==> config.mk <==
export PLATFORM = sky130hd
export DESIGN_NAME = histo_marker_tracker
export DESIGN_NICKNAME = d
export VERILOG_FILES = /design/src/rtl/hmt_pkg.sv /design/src/rtl/hmt_marker_cell.sv /design/src/rtl/hmt_peak_tracker.sv /design/src/rtl/hmt_reg_port.sv /design/src/rtl/histo_marker_tracker.sv
export SDC_FILE = /design/constraint.sdc
export NUM_CORES = 1
export LEC_CHECK = 0
export BUFFER_PORTS_ARGS = -buffer_cell sky130_fd_sc_hd__buf_2
export CAP_MARGIN = 10
export CORE_ASPECT_RATIO = 0.8
export CORE_MARGIN = 2
export CORE_UTILIZATION = 58
export DETAILED_ROUTE_END_ITERATION = 10
export HOLD_SLACK_MARGIN = 0.12
export PLACE_DENSITY = 0.78
export SETUP_SLACK_MARGIN = 0.5
export SYNTH_ARGS = -nofsm -noshare
export SYNTH_HDL_FRONTEND = slang
export SYNTH_HIERARCHICAL = 1
export SYNTH_SLANG_ARGS = --single-unit
==> constraint.sdc <==
create_clock -name clk -period 3.7 [get_ports clk]
set_input_delay 0.74 -clock clk [delete_from_list [all_inputs] [get_ports clk]]
set_output_delay 0.74 -clock clk [all_outputs]
set_load 0.01 [all_outputs]
==> src/rtl/hmt_pkg.sv <==
// Package: shared widths of the marker/peak tracker.
package hmt_pkg;
    localparam int GREY_W   = 9;   // grey level and register slice width
    localparam int COUNT_W  = 24;  // accumulator word width
    localparam int NUM_MARK = 7;   // number of markers
    localparam int RADDR_W  = 6;   // register address width
endpackage

==> src/rtl/hmt_marker_cell.sv <==
// One marker: grey level plus count, filled from the sweep in one of two
// directions, and writable through per-field write enables.
// Assumes a sweep is framed by sweep_start on its first pair.
module hmt_marker_cell #(
    parameter int GW = hmt_pkg::GREY_W,
    parameter int CW = hmt_pkg::COUNT_W
) (
    input  logic          clk,
    input  logic          rst_n,
    input  logic          sweep_start,
    input  logic          upd,
    input  logic          dir_g2c,
    input  logic [GW-1:0] s_addr,
    input  logic [CW-1:0] s_word,
    input  logic          wr_grey,
    input  logic [2:0]    wr_slice,
    input  logic [GW-1:0] wdata,
    output logic [GW-1:0] grey_o,
    output logic [CW-1:0] count_o
);
    localparam int TOP_W = CW - 2*GW;

    logic hit;   // count-to-grey crossing already latched in this sweep
    logic armed;

    assign armed = sweep_start || !hit;

    // Stream capture, then software writes which take precedence.
    always_ff @(posedge clk) begin
        if (!rst_n) begin
            grey_o  <= '0;
            count_o <= '0;
            hit     <= 1'b0;
        end else begin
            if (sweep_start) hit <= 1'b0;
            if (upd) begin
                if (dir_g2c) begin
                    if (s_addr == grey_o) count_o <= s_word;
                end else if (armed && (s_word >= count_o)) begin
                    grey_o <= s_addr;
                    hit    <= 1'b1;
                end
            end
            if (wr_grey)     grey_o                   <= wdata;
            if (wr_slice[0]) count_o[GW-1:0]          <= wdata;
            if (wr_slice[1]) count_o[GW +: GW]        <= wdata;
            if (wr_slice[2]) count_o[2*GW +: TOP_W]   <= wdata[TOP_W-1:0];
        end
    end


    first_cross_hold_chk: assert property (@(posedge clk) disable iff (!rst_n)
        (hit && !sweep_start && !wr_grey && !dir_g2c) |=> $stable(grey_o));

    idle_hold_chk: assert property (@(posedge clk) disable iff (!rst_n)
        (!upd && !wr_grey && (wr_slice == 3'b000)) |=> ($stable(grey_o) && $stable(count_o)));

    g2c_capture_chk: assert property (@(posedge clk) disable iff (!rst_n)
        (upd && dir_g2c && (s_addr == grey_o) && (wr_slice == 3'b000)) |=> (count_o == $past(s_word)));
endmodule

==> src/rtl/hmt_peak_tracker.sv <==
// Peak record: largest word of the sweep and its address. Cleared by the
// start pulse; strict comparison keeps the earliest address on a tie.
module hmt_peak_tracker #(
    parameter int GW = hmt_pkg::GREY_W,
    parameter int CW = hmt_pkg::COUNT_W
) (
    input  logic          clk,
    input  logic          rst_n,
    input  logic          sweep_start,
    input  logic          upd,
    input  logic [GW-1:0] s_addr,
    input  logic [CW-1:0] s_word,
    output logic [GW-1:0] peak_grey,
    output logic [CW-1:0] peak_count
);
    logic [CW-1:0] base;

    // Comparison base: the start pair competes against an empty record.
    always_comb base = sweep_start ? '0 : peak_count;

    // Clear on sweep start, take a strictly larger word.
    always_ff @(posedge clk) begin
        if (!rst_n) begin
            peak_grey  <= '0;
            peak_count <= '0;
        end else begin
            if (sweep_start) begin
                peak_grey  <= '0;
                peak_count <= '0;
            end
            if (upd && (s_word > base)) begin
                peak_grey  <= s_addr;
                peak_count <= s_word;
            end
        end
    end


    peak_monotonic_chk: assert property (@(posedge clk) disable iff (!rst_n)
        !sweep_start |=> (peak_count >= $past(peak_count)));

    peak_clear_chk: assert property (@(posedge clk) disable iff (!rst_n)
        (sweep_start && !upd) |=> (peak_count == '0 && peak_grey == '0));

    peak_tie_keep_chk: assert property (@(posedge clk) disable iff (!rst_n)
        (upd && !sweep_start && (s_word <= peak_count)) |=> $stable(peak_grey));
endmodule

==> src/rtl/hmt_reg_port.sv <==
// Register window: decodes address/strobe/select into per-field write
// enables and muxes peak and marker slices onto the read data.
// Assumes NUM_MARK <= 8 so markers fit the upper half of the address space.
module hmt_reg_port #(
    parameter int GW = hmt_pkg::GREY_W,
    parameter int CW = hmt_pkg::COUNT_W,
    parameter int NM = hmt_pkg::NUM_MARK,
    parameter int AW = hmt_pkg::RADDR_W
) (
    input  logic                  clk,
    input  logic                  rst_n,
    input  logic [AW-1:0]         reg_addr,
    input  logic                  reg_wr_n,
    input  logic                  reg_msel,
    input  logic [GW-1:0]         peak_grey,
    input  logic [CW-1:0]         peak_count,
    input  logic [NM-1:0][GW-1:0] m_grey,
    input  logic [NM-1:0][CW-1:0] m_count,
    output logic [NM-1:0]         wr_grey,
    output logic [NM-1:0][2:0]    wr_slice,
    output logic [GW-1:0]         rdata
);
    localparam int TOP_W = CW - 2*GW;

    logic          in_peak;
    logic          in_mark;
    logic [2:0]    idx;
    logic [1:0]    field;
    logic          wr_act;

    assign idx     = reg_addr[4:2];
    assign field   = reg_addr[1:0];
    assign in_peak = reg_msel && (reg_addr[AW-1:2] == '0);
    assign in_mark = reg_msel && reg_addr[AW-1] && (int'(idx) < NM);
    assign wr_act  = in_mark && !reg_wr_n;

    // Per-marker field write enables.
    for (genvar k = 0; k < NM; k++) begin : g_wen
        assign wr_grey[k] = wr_act && (idx == 3'(k)) && (field == 2'd0);
        for (genvar j = 0; j < 3; j++) begin : g_sl
            assign wr_slice[k][j] = wr_act && (idx == 3'(k)) && (field == 2'(j+1));
        end
    end

    // Pick one 9-bit field of a grey/count pair.
    function automatic logic [GW-1:0] pick(input logic [1:0] f,
                                           input logic [GW-1:0] g,
                                           input logic [CW-1:0] c);
        case (f)
            2'd0:    pick = g;
            2'd1:    pick = c[GW-1:0];
            2'd2:    pick = c[GW +: GW];
            default: pick = GW'(c[2*GW +: TOP_W]);
        endcase
    endfunction

    // Read mux; unmapped or unselected reads give zero.
    always_comb begin
        rdata = '0;
        if (in_peak)      rdata = pick(field, peak_grey, peak_count);
        else if (in_mark) rdata = pick(field, m_grey[idx], m_count[idx]);
    end


    one_write_chk: assert property (@(posedge clk) disable iff (!rst_n)
        $onehot0({wr_grey, wr_slice}));

    no_strobe_no_write_chk: assert property (@(posedge clk) disable iff (!rst_n)
        (reg_wr_n || !reg_msel) |-> ((wr_grey == '0) && (wr_slice == '0)));
endmodule

==> src/rtl/histo_marker_tracker.sv <==
// Top: seven markers and one peak record fed from an accumulator sweep,
// exposed through a 6-bit register window. Stream pairs count only when
// both valid and the accumulator flag are high.
module histo_marker_tracker #(
    parameter int GW = hmt_pkg::GREY_W,
    parameter int CW = hmt_pkg::COUNT_W,
    parameter int NM = hmt_pkg::NUM_MARK,
    parameter int AW = hmt_pkg::RADDR_W
) (
    input  logic          clk,
    input  logic          rst_n,
    input  logic          sw_start,
    input  logic          s_valid,
    input  logic          s_acc,
    input  logic [GW-1:0] s_addr,
    input  logic [CW-1:0] s_word,
    input  logic          grey_to_count,
    input  logic [AW-1:0] reg_addr,
    input  logic [GW-1:0] reg_wdata,
    input  logic          reg_wr_n,
    input  logic          reg_msel,
    output logic [GW-1:0] reg_rdata
);
    logic                  upd;
    logic                  sweep_start;
    logic [GW-1:0]         peak_grey;
    logic [CW-1:0]         peak_count;
    logic [NM-1:0][GW-1:0] m_grey;
    logic [NM-1:0][CW-1:0] m_count;
    logic [NM-1:0]         wr_grey;
    logic [NM-1:0][2:0]    wr_slice;

    assign upd         = s_valid && s_acc;
    assign sweep_start = sw_start && s_acc;

    hmt_peak_tracker #(.GW(GW), .CW(CW)) u_peak (
        .clk(clk), .rst_n(rst_n), .sweep_start(sweep_start), .upd(upd),
        .s_addr(s_addr), .s_word(s_word),
        .peak_grey(peak_grey), .peak_count(peak_count));

    for (genvar k = 0; k < NM; k++) begin : g_mark
        hmt_marker_cell #(.GW(GW), .CW(CW)) u_cell (
            .clk(clk), .rst_n(rst_n), .sweep_start(sweep_start), .upd(upd),
            .dir_g2c(grey_to_count), .s_addr(s_addr), .s_word(s_word),
            .wr_grey(wr_grey[k]), .wr_slice(wr_slice[k]), .wdata(reg_wdata),
            .grey_o(m_grey[k]), .count_o(m_count[k]));
    end

    hmt_reg_port #(.GW(GW), .CW(CW), .NM(NM), .AW(AW)) u_regs (
        .clk(clk), .rst_n(rst_n), .reg_addr(reg_addr), .reg_wr_n(reg_wr_n),
        .reg_msel(reg_msel), .peak_grey(peak_grey), .peak_count(peak_count),
        .m_grey(m_grey), .m_count(m_count), .wr_grey(wr_grey),
        .wr_slice(wr_slice), .rdata(reg_rdata));


    lut_only_peak_hold_chk: assert property (@(posedge clk) disable iff (!rst_n)
        !upd |=> ($stable(peak_count) && $stable(peak_grey)));
endmodule

* Word level (Yosys, flattened, before mapping) *
Index checks and enable logic that the tools add are counted.

word-level totals
  flip-flop bits (word level) = 271
  input bits = 56
  output and inout bits = 9
  logic and storage cells = 353

cells by class
  order comparisons = 10
  eq/ne operators = 23
  mux-type cells = 110
  reductions and logical operators = 173

operator list
  kind                count
  $mux 24             24
  $mux 9              47
  $ge 24x24->1        7
  $reduce_bool 2->1   78
  $reduce_and 3->1    28
  $bmux 24 s3         1
  $eq 9x9->1          7
  $pmux 9 s3          2
  $logic_and 1x1->1   49
  $mux 6              7
  $mux 1              28
  $bmux 9 s3          1
  $gt 24x24->1        1
  $ne 2x1->1 const B  7
  $eq 3x3->1 const B  3
  $logic_not 1->1     8
  $logic_or 1x1->1    7
  $eq 3x2->1 const B  2
  $eq 2x2->1 const B  2
  $logic_not 4->1     1
  $lt 3x4->1 const B  1
  $eq 3x1->1 const B  1
  $logic_not 3->1     1
  $lt 3x3->1 const B  1
  other kinds (2)     2

* Depth between registers and ports, before layout *
  word-level depth = 7
  gate-level depth with buffers = 12
  gate-level depth less buffers = 9

* Cells and area by module *
The synthesis kept the hierarchy.

modules (own cells, without submodules)
  module                times used  cells each  area an instance (µm²)  seq. area each (µm²)
  hmt_marker_cell       7           284         2,381.0                 680.7
  hmt_reg_port          1           327         2,760.1                 0.0
  hmt_peak_tracker      1           236         2,190.9                 660.6
  histo_marker_tracker  1           2           12.5                    0.0

* Worst setup path before layout *
No wires, ideal clock.

  path type = in2reg
  from = in sw_start
  to = reg u_peak.peak_grey[4]
  library setup time = 0.072 ns
  arrival time = 3.431 ns
  data required time = 3.628 ns
  setup slack = 0.197 ns
  stages on the path = 12
  buffers on the path = 3
  cells stage by stage = and2_1 -> clkbuf_1 -> clkbuf_1 -> nand2b_1 -> ha_1 -> nand4_2 -> or4_4 -> o41ai_4 -> nor2_1 -> nor2_4 -> buf_12 -> mux2i_1

on the way
  cells in the longest elaborated chain, start to end = 5
  elaborated cells between the ends (all ways) = 6
  those cells by class = order compare: 1; mux: 2; reduce/logical: 3

ends and longest elaborated chain
  element                                      RTL line                    RTL
  from (decl)                                  histo_marker_tracker.sv:12  input logic sw_start,
  $logic_and 1x1->1 (*)                        histo_marker_tracker.sv:34  assign sweep_start = sw_start && s_acc;
  $mux 24                                      --
  $gt 24x24->1                                 hmt_peak_tracker.sv:31      if (upd && (s_word > base)) begin
  $logic_and 1x1->1                            hmt_peak_tracker.sv:31
  $mux 9 or $reduce_bool 2->1 (tied branches)  --
  to (signal assigned)                         hmt_peak_tracker.sv:32      peak_grey <= s_addr;
  to (decl)                                    hmt_peak_tracker.sv:13      output logic [GW-1:0] peak_grey,

Every way passes the cells marked *; elsewhere a longest branch is shown, timed or not.
A chain may end at the register's enable or synchronous reset.

* Worst setup path in the final report *
  from = in reg_addr[2]
  to = out reg_rdata[6]

on the way
  cells in the longest elaborated chain, start to end = 5
  elaborated cells between the ends (all ways) = 11
  those cells by class = order compare: 1; mux: 7; reduce/logical: 3

ends and longest elaborated chain
  element                                                  RTL line                    RTL
  from (decl)                                              histo_marker_tracker.sv:18  input logic [AW-1:0] reg_addr,
  $bmux 24 s3 or $bmux 9 s3 (tied branches)                hmt_reg_port.sv:61          else if (in_mark) rdata = pick(field, m_grey[idx], m_count[idx]);
  $mux 24 (not written as such) or $mux 9 (tied branches)  hmt_reg_port.sv:61
  $pmux 9 s3                                               hmt_reg_port.sv:49          case (f)
  $mux 9                                                   hmt_reg_port.sv:61
  $mux 9 (*)                                               hmt_reg_port.sv:60          if (in_peak) rdata = pick(field, peak_grey, peak_count);
  to (decl)                                                histo_marker_tracker.sv:22  output logic [GW-1:0] reg_rdata

Every way passes the cells marked *; elsewhere a longest branch is shown, timed or not. The select of a mux whose other input is x is not followed.

==> results.txt <==
- Across the VDD grid, the largest voltage drop is 0.3690 mV.
- TritonCTS buffer count: 31
- Final setup fails: 0
- Clock buffer depth: 3
- Standard-cell row count: 63
* Fraction of layout instances using a drive strength above 1: 13.74%
* Leakage: between 0.01 and 0.015 µW
* Type of the most critical hold path: flop to flop
- The final count of hold timing violations is 0.
- For the worst-skew pair, the clock arrives at the later sink with an insertion delay of 0.61 ns.
* Commonest non-fill, non-tap cell in the layout: nand2_1
- FFs w/ async S/R, synth: 0%
- For this run, design rule violations remaining after detail routing come to 0.
- In this run the vertical extent of the chip is 176.7 µm.
- Of the synthesized area, sequential elements account for 25.08%.
- Max_slew headroom: 32.87%
* Net count, final: 2850
* Unrepaired setup endpoints after global routing: yes
* Number of flops mapped to enable cells by yosys: 0
- Per report_power, the sequential group accounts for about two fifths of the total.
* Total die area: 0.03886 mm²
- RePlAce Congestion: a little over 1
- Core Box Area: approximately 0.037 mm²
- Post-synthesis instance area: approximately 0.022 mm²
* Half-perimeter wire length after placement: 53070 µm
- Max-slew violations: 0
- Wirelength per Cell: 24.08 µm
* Post-DR vias/cell: 6.345
* Antenna violations before repair: 3
- Crit path launch type: input pin
- Dividing the final minimum period by the clock period gives 88.18%.
- Comb power frac: 15.4%
- # port buffers: 64
- In this run the horizontal extent of the chip is roughly 220 µm.
- Synthesis produced a netlist with a net count of 2801.
* Type of the worst setup path: input pin to primary output
- Syn-to-layout area delta: 12.22%
- During synthesis, Yosys emitted a total of 6 warnings.
- Util after Layout: between 60% and 70%
- Of all nets on the critical path, the largest fanout is 16.
* Global-route wire length before repair: 112900 µm
* CTS tree: done
* WHS: 0.4982 ns
* Number of standard cells in the final layout excluding fillers: 3118
* Global-route total usage across every layer: 38.13%
* Flop2flop setup slack: 0.81 ns
* Worst setup skew after layout: between 0.02 and 0.03 ns
- For this run, the top clock speed supported by timing is 306.5 MHz.
- For this design the total switching power over the nets is 2133 µW.
* Total via count in the routed design: 19790
- Sum of negative setup slack: 0 ns
* Netlist cell types: between 60 and 70
* Main area contributors after synthesis: dfxtp_1 25%, mux2i_1 15%, ha_1 11%
- Count of placed standard cells including taps: 3040
- Internal power comes to 5622 µW.
* Most frequent cells in the layout: 355 x nand2_1, 314 x mux2i_1, 271 x dfxtp_1
- After synthesis, the mean cell area works out to 8.473 µm².
- For the worst setup path, the data required time is 2.96 ns.
* Total iterations of the first detailed-routing run: 5
* Number of nets with antenna violations after routing: 0
* Slew of the pin with the lowest slew margin: 1.007 ns
- Sw Ratio: 27.50%
* Final routed wirelength across all metal layers: around 75000 µm
- Total overflow reported by the global router: 0
- Number of design-rule violations left by the first detailed-router iteration: 2169
* Library cell used as clock root buffer: clkbuf_16
- Kind of end point of the critical path: primary output
- Share of total power in the clock network: 45.8%
* Pin count of the biggest net entering global routing: 140
- In this run the count of I/O pins placed on the die edge is 65.
- H-Tree Level Count: 1
- Run status: finished, final reports clean
- In the synthesized netlist the dominant register cell turns out to be dfxtp_1.
- Fillers: approximately 3000
- MaxCap Viol Count: 0
- Gate Count Post-Synth: approximately 2600
- Dividing total power by cell area gives a power density of 319.4 mW/mm².
- The number of global-route vias before repair is roughly 19000.
- Effective utilization at floorplan: 58.64%
- In this run, synthesis produced a sequential element count of 271.
- Final min period: 3.263 ns
- After synthesis, the largest area contributor takes up 25.08% of total cell area.
- Clk sink count: between 200 and 300
- In this run, post-CTS hold repair placed 0 buffers.
- Of all cell types, the one taking the most synthesized area is dfxtp_1.
- Clock-pin slew was measured on the worst setup and hold paths at 0.06 ns.
- At the worst endpoint, the arrival time is 2.52 ns.
[critical path, stage by stage]
cell and delay, ns:
buf_12 0.13, bufbuf_16 0.29, mux4_2 0.35, nor2_1 0.06
a211oi_2 0.33, nor4_2 0.08, a2111oi_2 0.32, buf_2 0.21
[state kept, by name, indices dropped and copies added, names as in the netlist]
signal / flops
g_mark.u_cell/grey_o: 63
u_peak/peak_count: 24
g_mark.u_cell/count_o: 168
u_peak/peak_grey: 9
g_mark.u_cell/hit: 7
[per-stage QoR]
step / cell area, µm² / setup WS [ns] / total power [µW]
floorplan: 21730 / 0.4605 / 3719
global placement: 22520 / 0.2033 / 4108
detailed placement: 22520 / 0.1210 / 4147
CTS: 24060 / 0.4388 / 7704
global route: 24270 / 0.3916 / 7961
finish: 24270 / 0.4374 / 7754
[synthesized netlist by cell type, types with 7 or more instances]
cell,count
nand4_1,17
o31a_2,7
o21a_1,10
and4_1,7
nor2b_1,11
a221oi_1,14
o21ai_0,55
ha_1,192
buf_6,15
a21o_1,11
o2111a_1,7
a2bb2oi_1,13
a21oi_1,63
nor2_1,70
a2111oi_4,7
buf_4,21
nand2b_1,102
nand2_1,355
a211oi_1,14
dfxtp_1,271
mux2i_1,321
nand3b_1,32
mux4_1,11
mux4_2,16
nor3_1,10
and2_1,170
xnor2_1,7
a311oi_2,8
o2111ai_1,7
clkbuf_1,69
buf_2,13
nor4_1,24
nand3_1,9
nand3_2,14
o211ai_1,69
nand2b_4,7
o21ai_1,162
inv_1,183
xor2_1,56
buf_1,28
a21boi_0,7
and3_1,8
[path summary, 6_finish.rpt]
| check | startpoint | to | cells past startpoint |
|---|---|---|---|
| max | reg_addr[2] | reg_rdata[6] | 8 |
| min | g_mark[1].u_cell/grey_o[4] | g_mark[1].u_cell/grey_o[4] | 2 |
| min reg2reg | g_mark[1].u_cell/grey_o[4] | g_mark[1].u_cell/grey_o[4] | 2 |
| max reg2reg | u_peak/peak_count[13] | u_peak/peak_count[7] | 9 |
[power groups by stage]
stage	sequential, µW	clock (µW)	combinational [µW]
3_5_place_dp	3070	0	1080
4_1_cts	3010	3560	1130
3_3_place_gp	3070	0	1040
2_1_floorplan	3050	0	667
5_1_grt	3010	3690	1260
6_report	3010	3550	1190
[kinds of logic after synthesis]
group	count (synthesis)	synth area share [%]
multiplexers	348	17.86
AO/OA/AOI/OAI	497	15.92
buffers and inverters	334	7.109
adder cells (fa/ha/maj)	192	11.11
AND/OR/NAND/NOR	848	20.38
flip-flops	271	25.08
XOR/XNOR	63	2.551
[final cells by class]
type | instances | area (µm²) | area share [%]
Sequential cell | 271 | 5425 | 22.35
Tap cell | 487 | 609.3 | 2.510
Clock buffer | 47 | 965.9 | 3.979
Inverter | 183 | 686.9 | 2.830
Antenna cell | 4 | 10.01 | 0.04124
Timing Repair Buffer | 167 | 1365 | 5.623
Clock inverter | 11 | 209.0 | 0.8608
Multi-Input combinational cell | 1948 | 15000 | 61.81
[repair_timing]
| item | CTS | global route |
|---|---|---|
| setup endpoints to repair | 9 | 9 |
| endpoints found under the hold margin | 0 | 0 |
| cloned | 4 | 0 |
| gates resized for setup | 55 | 37 |
| buffers inserted | 6 | 6 |
| pin swaps | 16 | 14 |
[routing by layer]
metal	vias to the layer above	GRT usage, %	wire length, µm
met5	-	0	0
met4	0	18.26	3608
met3	231	8.299	7655
met2	1038	59.30	32790
met1	9472	50.20	31020
li1	9044	-	-
No activity file was read; power rests on OpenSTA's default activity.
